File: config.mk
export PLATFORM = sky130hd
export DESIGN_NAME = rx_addr_len_filter
export DESIGN_NICKNAME = d
export VERILOG_FILES = /design/src/rtl/rxf_pkg.sv /design/src/rtl/rxf_len_count.sv /design/src/rtl/rxf_addr_match.sv /design/src/rtl/rx_addr_len_filter.sv
export SDC_FILE = /design/constraint.sdc
export NUM_CORES = 1
export LEC_CHECK = 0
export ABC_AREA = 1
export BUFFER_PORTS_ARGS = -buffer_cell sky130_fd_sc_hd__buf_4
export CAP_MARGIN = 25
export CORE_ASPECT_RATIO = 1.4
export CORE_UTILIZATION = 43
export DETAILED_ROUTE_END_ITERATION = 6
export PLACE_DENSITY = 0.7
export SETUP_SLACK_MARGIN = 0.1
export SYNTH_ARGS = -nofsm -noshare
export SYNTH_HDL_FRONTEND = slang
export SYNTH_SLANG_ARGS = --single-unit
File: constraint.sdc
create_clock -name clk -period 2.4 [get_ports clk]
set_input_delay 0.24 -clock clk [delete_from_list [all_inputs] [get_ports clk]]
set_output_delay 0.24 -clock clk [all_outputs]
set_load 0.01 [all_outputs]
File: src/rtl/rxf_pkg.sv
package rxf_pkg;
    typedef enum logic [1:0] {
        ST_IDLE = 2'd0,
        ST_DEST = 2'd1,
        ST_BODY = 2'd2
    } rxf_state_e;

    typedef enum logic [1:0] {
        MT_NONE  = 2'd0,
        MT_IND   = 2'd1,
        MT_MCAST = 2'd2,
        MT_BCAST = 2'd3
    } rxf_match_e;

    localparam int unsigned DA_BYTES = 6;
    localparam int unsigned UL_BIT   = 1;
    localparam int unsigned GRP_BIT  = 0;
endpackage

File: src/rtl/rxf_len_count.sv
module rxf_len_count #(
    parameter int unsigned CNT_W = 11
) (
    input  logic             clk,
    input  logic             rst_n,
    input  logic             step,
    input  logic             restart,
    output logic [CNT_W-1:0] len_incl
);
    logic [CNT_W-1:0] cnt_q;

    always_comb begin
        if (restart)
            len_incl = CNT_W'(1);
        else if (cnt_q == {CNT_W{1'b1}})
            len_incl = cnt_q;
        else
            len_incl = cnt_q + CNT_W'(1);
    end

    always_ff @(posedge clk or negedge rst_n) begin
        if (!rst_n)
            cnt_q <= '0;
        else if (step)
            cnt_q <= len_incl;
    end
endmodule

File: src/rtl/rxf_addr_match.sv
module rxf_addr_match
    import rxf_pkg::*;
(
    input  logic        clk,
    input  logic        rst_n,
    input  logic        step,
    input  logic        restart,
    input  logic [2:0]  idx,
    input  logic [7:0]  data,
    input  logic [47:0] ind_addr,
    input  logic        ignore_ul,
    output logic        ind_hit,
    output logic        all_ones,
    output logic        grp
);
    logic [DA_BYTES-1:0] byte_eq;
    logic ind_q, ones_q, grp_q;
    logic sel_eq;

    for (genvar g = 0; g < DA_BYTES; g++) begin : g_cmp
        logic [7:0] mask;
        assign mask = (g == 0 && ignore_ul) ? ~(8'd1 << UL_BIT) : 8'hFF;
        assign byte_eq[g] = (((data ^ ind_addr[8*g +: 8]) & mask) == 8'd0);
    end

    always_comb begin
        sel_eq = 1'b0;
        for (int i = 0; i < DA_BYTES; i++)
            if (idx == 3'(i)) sel_eq = byte_eq[i];
    end

    always_comb begin
        ind_hit  = ind_q;
        all_ones = ones_q;
        grp      = grp_q;
        if (step) begin
            ind_hit  = (restart ? 1'b1 : ind_q)  & sel_eq;
            all_ones = (restart ? 1'b1 : ones_q) & (data == 8'hFF);
            if (idx == 3'd0) grp = data[GRP_BIT];
        end
    end

    always_ff @(posedge clk or negedge rst_n) begin
        if (!rst_n) begin
            ind_q  <= 1'b0;
            ones_q <= 1'b0;
            grp_q  <= 1'b0;
        end else begin
            ind_q  <= ind_hit;
            ones_q <= all_ones;
            grp_q  <= grp;
        end
    end
endmodule

File: src/rtl/rx_addr_len_filter.sv
module rx_addr_len_filter
    import rxf_pkg::*;
#(
    parameter int unsigned MAX_LEN = 1518,
    parameter int unsigned CNT_W   = 11
) (
    input  logic        clk,
    input  logic        rst_n,
    input  logic        rx_valid,
    input  logic        rx_start,
    input  logic        rx_end,
    input  logic [7:0]  rx_data,
    input  logic [47:0] cfg_ind_addr,
    input  logic        cfg_ignore_ul,
    input  logic        cfg_long_ok,
    input  logic        cfg_bcast_en,
    input  logic        cfg_mcast_all,
    output logic        dec_valid,
    output logic        dec_accept,
    output logic [1:0]  dec_match
);
    localparam logic [CNT_W-1:0] LEN_LIMIT = CNT_W'(MAX_LEN);
    localparam logic [2:0]       LAST_IDX  = 3'(DA_BYTES - 1);

    rxf_state_e state_q, state_d;
    logic [2:0] idx_q, idx_d, cur_idx;
    logic ign_q, lok_q, bc_q, mc_q;
    logic ign_e, lok_e, bc_e, mc_e;
    logic open_byte, in_frame, byte_in, da_step, last_byte, da_full, too_long;
    logic ind_hit, all_ones, grp;
    logic [CNT_W-1:0] len_incl;
    rxf_match_e match_d;

    assign open_byte = rx_valid && rx_start;
    assign in_frame  = open_byte || (state_q != ST_IDLE);
    assign byte_in   = rx_valid && in_frame;
    assign last_byte = byte_in && rx_end;
    assign cur_idx   = open_byte ? 3'd0 : idx_q;
    assign da_step   = byte_in && (open_byte || state_q == ST_DEST);
    assign da_full   = (!open_byte && state_q == ST_BODY) ||
                       (da_step && cur_idx == LAST_IDX);

    assign ign_e = open_byte ? cfg_ignore_ul : ign_q;
    assign lok_e = open_byte ? cfg_long_ok   : lok_q;
    assign bc_e  = open_byte ? cfg_bcast_en  : bc_q;
    assign mc_e  = open_byte ? cfg_mcast_all : mc_q;

    rxf_addr_match u_addr (
        .clk       (clk),
        .rst_n     (rst_n),
        .step      (da_step),
        .restart   (open_byte),
        .idx       (cur_idx),
        .data      (rx_data),
        .ind_addr  (cfg_ind_addr),
        .ignore_ul (ign_e),
        .ind_hit   (ind_hit),
        .all_ones  (all_ones),
        .grp       (grp)
    );

    rxf_len_count #(.CNT_W(CNT_W)) u_len (
        .clk      (clk),
        .rst_n    (rst_n),
        .step     (byte_in),
        .restart  (open_byte),
        .len_incl (len_incl)
    );

    assign too_long = (len_incl > LEN_LIMIT);

    always_comb begin
        if (!da_full)                   match_d = MT_NONE;
        else if (all_ones && bc_e)      match_d = MT_BCAST;
        else if (grp && !all_ones && mc_e) match_d = MT_MCAST;
        else if (ind_hit)               match_d = MT_IND;
        else                            match_d = MT_NONE;
    end

    // next-state logic
    always_comb begin
        state_d = state_q;
        idx_d   = idx_q;
        if (open_byte) begin
            idx_d   = 3'd1;
            state_d = rx_end ? ST_IDLE : ST_DEST;
        end else if (rx_valid) begin
            unique case (state_q)
                ST_IDLE: ;
                ST_DEST: begin
                    if (rx_end)                state_d = ST_IDLE;
                    else if (idx_q == LAST_IDX) state_d = ST_BODY;
                    else                       idx_d   = idx_q + 3'd1;
                end
                ST_BODY: if (rx_end) state_d = ST_IDLE;
                default: state_d = ST_IDLE;
            endcase
        end
    end

    // state register and per-frame configuration
    always_ff @(posedge clk or negedge rst_n) begin
        if (!rst_n) begin
            state_q <= ST_IDLE;
            idx_q   <= 3'd0;
            ign_q   <= 1'b0;
            lok_q   <= 1'b0;
            bc_q    <= 1'b0;
            mc_q    <= 1'b0;
        end else begin
            state_q <= state_d;
            idx_q   <= idx_d;
            if (open_byte) begin
                ign_q <= cfg_ignore_ul;
                lok_q <= cfg_long_ok;
                bc_q  <= cfg_bcast_en;
                mc_q  <= cfg_mcast_all;
            end
        end
    end

    // decision outputs
    always_ff @(posedge clk or negedge rst_n) begin
        if (!rst_n) begin
            dec_valid  <= 1'b0;
            dec_accept <= 1'b0;
            dec_match  <= MT_NONE;
        end else begin
            dec_valid <= last_byte;
            if (last_byte) begin
                dec_accept <= (match_d != MT_NONE) && (!too_long || lok_e);
                dec_match  <= match_d;
            end else begin
                dec_accept <= 1'b0;
                dec_match  <= MT_NONE;
            end
        end
    end
endmodule

==> out/qor.yml <==
run_status:
  outcome: "complete, no violations"
route:
  drc: 0
  ant_nets: 0
  first_pass_iters: 4
  wl_per_cell_um: 11.7
  wl_met1_mm: 2.29
  met3_length_um: 252
  finalWirelength_mm: 5.40
  drt_iter0_drc: 63
  via_per_inst: 4.86
  num_vias: 2240
  top_layer_used: "met4"
  routed-wl-met2_mm: 2.78
floorplan:
  die_height_um: 87.7
  core_area_sq_um: 4950
  die_x_um: 63.2
  initial_utilization_pct: 45.5
  placementRows: 30
  dieArea_sq_um: 5540
  io_pins: 69
placement:
  io_buffer_count: 68
  dp_hpwl_mm: 4.49
  gp_congestion: 0.881
  post-place-ws_ns: 0.385
critical_path:
  path_class: "register to register"
  end_kind: "register"
  rr_endpoint: "dec_accept"
  r2r_slack_ns: 0.47
  start_kind: "register"
  r2r-start: "u_len.cnt_q[0]"
  cp.arrival_ns: 2.10
  r2r_cells: 12
  cp_data_required_time_ns: 2.57
  cp_max_fo: 7
global_routing:
  grt_pass1_vias: 2116
  grt_antenna_before_repair: 0
  grt_pass1_wl_mm: 9.03
  overflow: 0
  track_usage_pct: 20.7
  grt_max_degree: 28
sta:
  tightest_slew_ns: 0.401
  maxSlewViolCount: 0
  rsz0062_at_grt: "false"
  fmax_mhz: 518
  layout_min_cycle_time_ns: 1.93
  fin_ws_ns: 0.469
  hold_viol: 0
  setup_viol: 0
  skew_ns: 0.00412
  period_share_pct: 80.5
  setup_tns_ns: 0
  slew_headroom_pct: 73.0
min_path:
  whs_path_depth: 3
  worstHoldEndpoint: "lok_q"
  holdCritPathClass: "primary input to register"
  min_from: "cfg_long_ok"
layout:
  layout.nets: 466
  drive_above_1_share_pct: 23.9
  syn_to_final_growth_pct: 26.8
  antenna_cells: 0
synth:
  postSynthNetCount: 402
  yosysWarnings: 0
  synthCells: 334
  syn_area_sq_um: 2250
  synth-seq-area-share_pct: 30.0
  synthDistinctLibCells: 35
  avgSynthCellArea_sq_um: 6.75
  synth_seq_cells: 27
clock_tree:
  clkSinkCount: 27
  htreeDepth: 1
  cts_made_buffers: 3
  ctsRootBufferMaster: "clkbuf_8"
  clk_pin_slew_ns: 0.10
  cts_tree: "yes"
  clock_path_buffers: 2
  clock_latency_ns: 0.27
  postCtsResizedCells: 0
power_and_ir_drop:
  p_per_area_nw_per_um2: 557
  ir_drop_mv: 0.249
  leakage_nw: 1.42
flow_run:
  cap_violations: 0
[cells by family (layout without fill, tap and decap cells)]
group / count (synthesis) / after routing / share of synthesized area, %
xor gates and xnor gates: 34 / 34 / 13.2
buffers and inverters: 60 / 123 / 10.7
AOI/OAI and AO/OA: 51 / 51 / 13.4
and+or+nand+nor: 158 / 158 / 30.5
muxes: 1 / 1 / 0.444
DFF: 27 / 27 / 30.0
adders and majority gates: 3 / 3 / 1.67
[report_power, final]
part           leakage [nW]  switching (mW)  internal, mW
combinational          1.05           0.383         0.288
sequential            0.351          0.0980         0.559
clock                0.0217           0.146         0.118
[through the flow]
| step | hold slack [ns] | cells | utilization (%) | cell area, sq um | power [mW] |
|---|---|---|---|---|---|
| CTS | 0.167 | 461 | 57.7 | 2860 | 1.60 |
| finish | 0.168 | 461 | 57.7 | 2860 | 1.59 |
| floorplan | -0.0556 | 334 | - | 2250 | 1.11 |
| global route | 0.174 | 461 | 57.7 | 2860 | 1.71 |
| global placement | 0.176 | 456 | 56.5 | 2800 | 1.32 |
| detailed placement | 0.177 | 456 | 56.5 | 2800 | 1.33 |
[worst max path at each step]
stage	slack (ns)	endpoint	cells past startpoint	startpoint
final	0.47	dec_accept	12	u_len.cnt_q[0]
after global routing	0.31	dec_accept	10	u_len.cnt_q[0]
after CTS	0.47	dec_accept	12	u_len.cnt_q[0]
after detailed placement	0.39	dec_accept	17	rx_valid
after global placement	0.40	dec_accept	17	rx_valid
after floorplan	0.68	dec_accept	12	u_len.cnt_q[0]
[per-layer routing]
metal  GRT usage (%)  up-vias
li1                -     1180
met1            23.3      994
met2            40.3       61
met3            2.34        5
met4            6.20        0
met5               0        -
[state kept, by name, indices dropped and copies added, names as in the netlist]
| signal | cells |
|---|---|
| idx_q | 3 |
| dec_valid | 1 |
| bc_q | 1 |
| mc_q | 1 |
| state_q | 2 |
| u_addr.ind_q | 1 |
| u_len.cnt_q | 11 |
| u_addr.grp_q | 1 |
| lok_q | 1 |
| dec_accept | 1 |
| u_addr.ones_q | 1 |
| dec_match | 2 |
| ign_q | 1 |
[layout make-up]
cell class / count / area [sq um]
Multi-Input combinational cell: 247 / 1340
Clock inverter: 1 / 7.51
Sequential cell: 27 / 676
Clock buffer: 3 / 41.3
Inverter: 48 / 181
Timing Repair Buffer: 71 / 536
Fill cell: 513 / 2100
Tap cell: 64 / 80.1
[cells in the mapped netlist]
cell,number,share of area (%)
a211oi_1,1,0.33
a21oi_1,7,1.6
a21oi_2,1,0.39
a22oi_1,2,0.67
a31oi_4,1,0.94
buf_2,9,2.0
buf_4,1,0.33
clkbuf_1,2,0.33
clkinv_1,1,0.17
clkinv_2,1,0.22
dfrtp_1,27,30
ha_1,3,1.7
inv_1,38,6.3
inv_2,8,1.3
mux2i_1,1,0.44
nand2_1,86,14
nand2_2,3,0.83
nand3_1,17,3.8
nand3_4,1,0.78
nand4_1,8,2.2
nor2_1,31,5.2
nor2_2,3,0.83
nor3_1,6,1.3
nor3_4,1,0.72
o2111a_1,1,0.50
o21ai_0,28,6.2
o21ai_1,4,0.89
o21ai_2,1,0.39
o221ai_1,1,0.39
o22ai_1,3,0.83
o31ai_1,1,0.33
or2_0,1,0.28
or2_2,1,0.28
xnor2_1,24,9.3
xor2_1,10,3.9
[cells in the final DEF (no fill, tap or decap)]
| cell type | Yosys | routed |
|---|---|---|
| buf_4 | 1 | 70 |
| dfrtp_1 | 27 | 27 |
| inv_2 | 8 | 8 |
| nand2_2 | 3 | 3 |
| or2_0 | 1 | 1 |
| o31ai_1 | 1 | 1 |
| nor3_1 | 6 | 6 |
| clkinv_1 | 1 | 1 |
| nor2_2 | 3 | 3 |
| ha_1 | 3 | 3 |
| xnor2_1 | 24 | 24 |
| nand3_1 | 17 | 17 |
| o21ai_0 | 28 | 28 |
| nand2_1 | 86 | 86 |
| nand3_4 | 1 | 1 |
| a21oi_2 | 1 | 1 |
| clkinv_2 | 1 | 1 |
| mux2i_1 | 1 | 1 |
| clkbuf_8 | 0 | 3 |
| dlygate4sd3_1 | 0 | 1 |
| a31oi_4 | 1 | 1 |
| or2_2 | 1 | 1 |
| o21ai_1 | 4 | 4 |
| a211oi_1 | 1 | 1 |
| clkinvlp_4 | 0 | 1 |
| o21ai_2 | 1 | 1 |
| inv_1 | 38 | 38 |
| o221ai_1 | 1 | 1 |
| nor3_4 | 1 | 1 |
| o2111a_1 | 1 | 1 |
| o22ai_1 | 3 | 3 |
| a22oi_1 | 2 | 2 |
| a21oi_1 | 7 | 7 |
| nor2_1 | 31 | 31 |
| nand4_1 | 8 | 8 |
| xor2_1 | 10 | 10 |
[critical path, cell delays in order (launching register included)]
cell,delay (ns)
dfrtp_1,0.43
ha_1,0.23
nand2_1,0.10
nor3_4,0.26
nand3_4,0.16
clkinv_2,0.09
nor2_1,0.05
nor2_2,0.09
nand4_1,0.11
nand2_1,0.07
nand2_1,0.07
a21oi_2,0.13
a21oi_1,0.05
[what timing repair did]
item                                    in CTS  in global routing
setup buffers                                0                  0
endpoints found under the hold margin       27                  0
hold buffers                                 1                  0
endpoints found under the setup margin       0                  0
(Power assumes the default switching activity.)
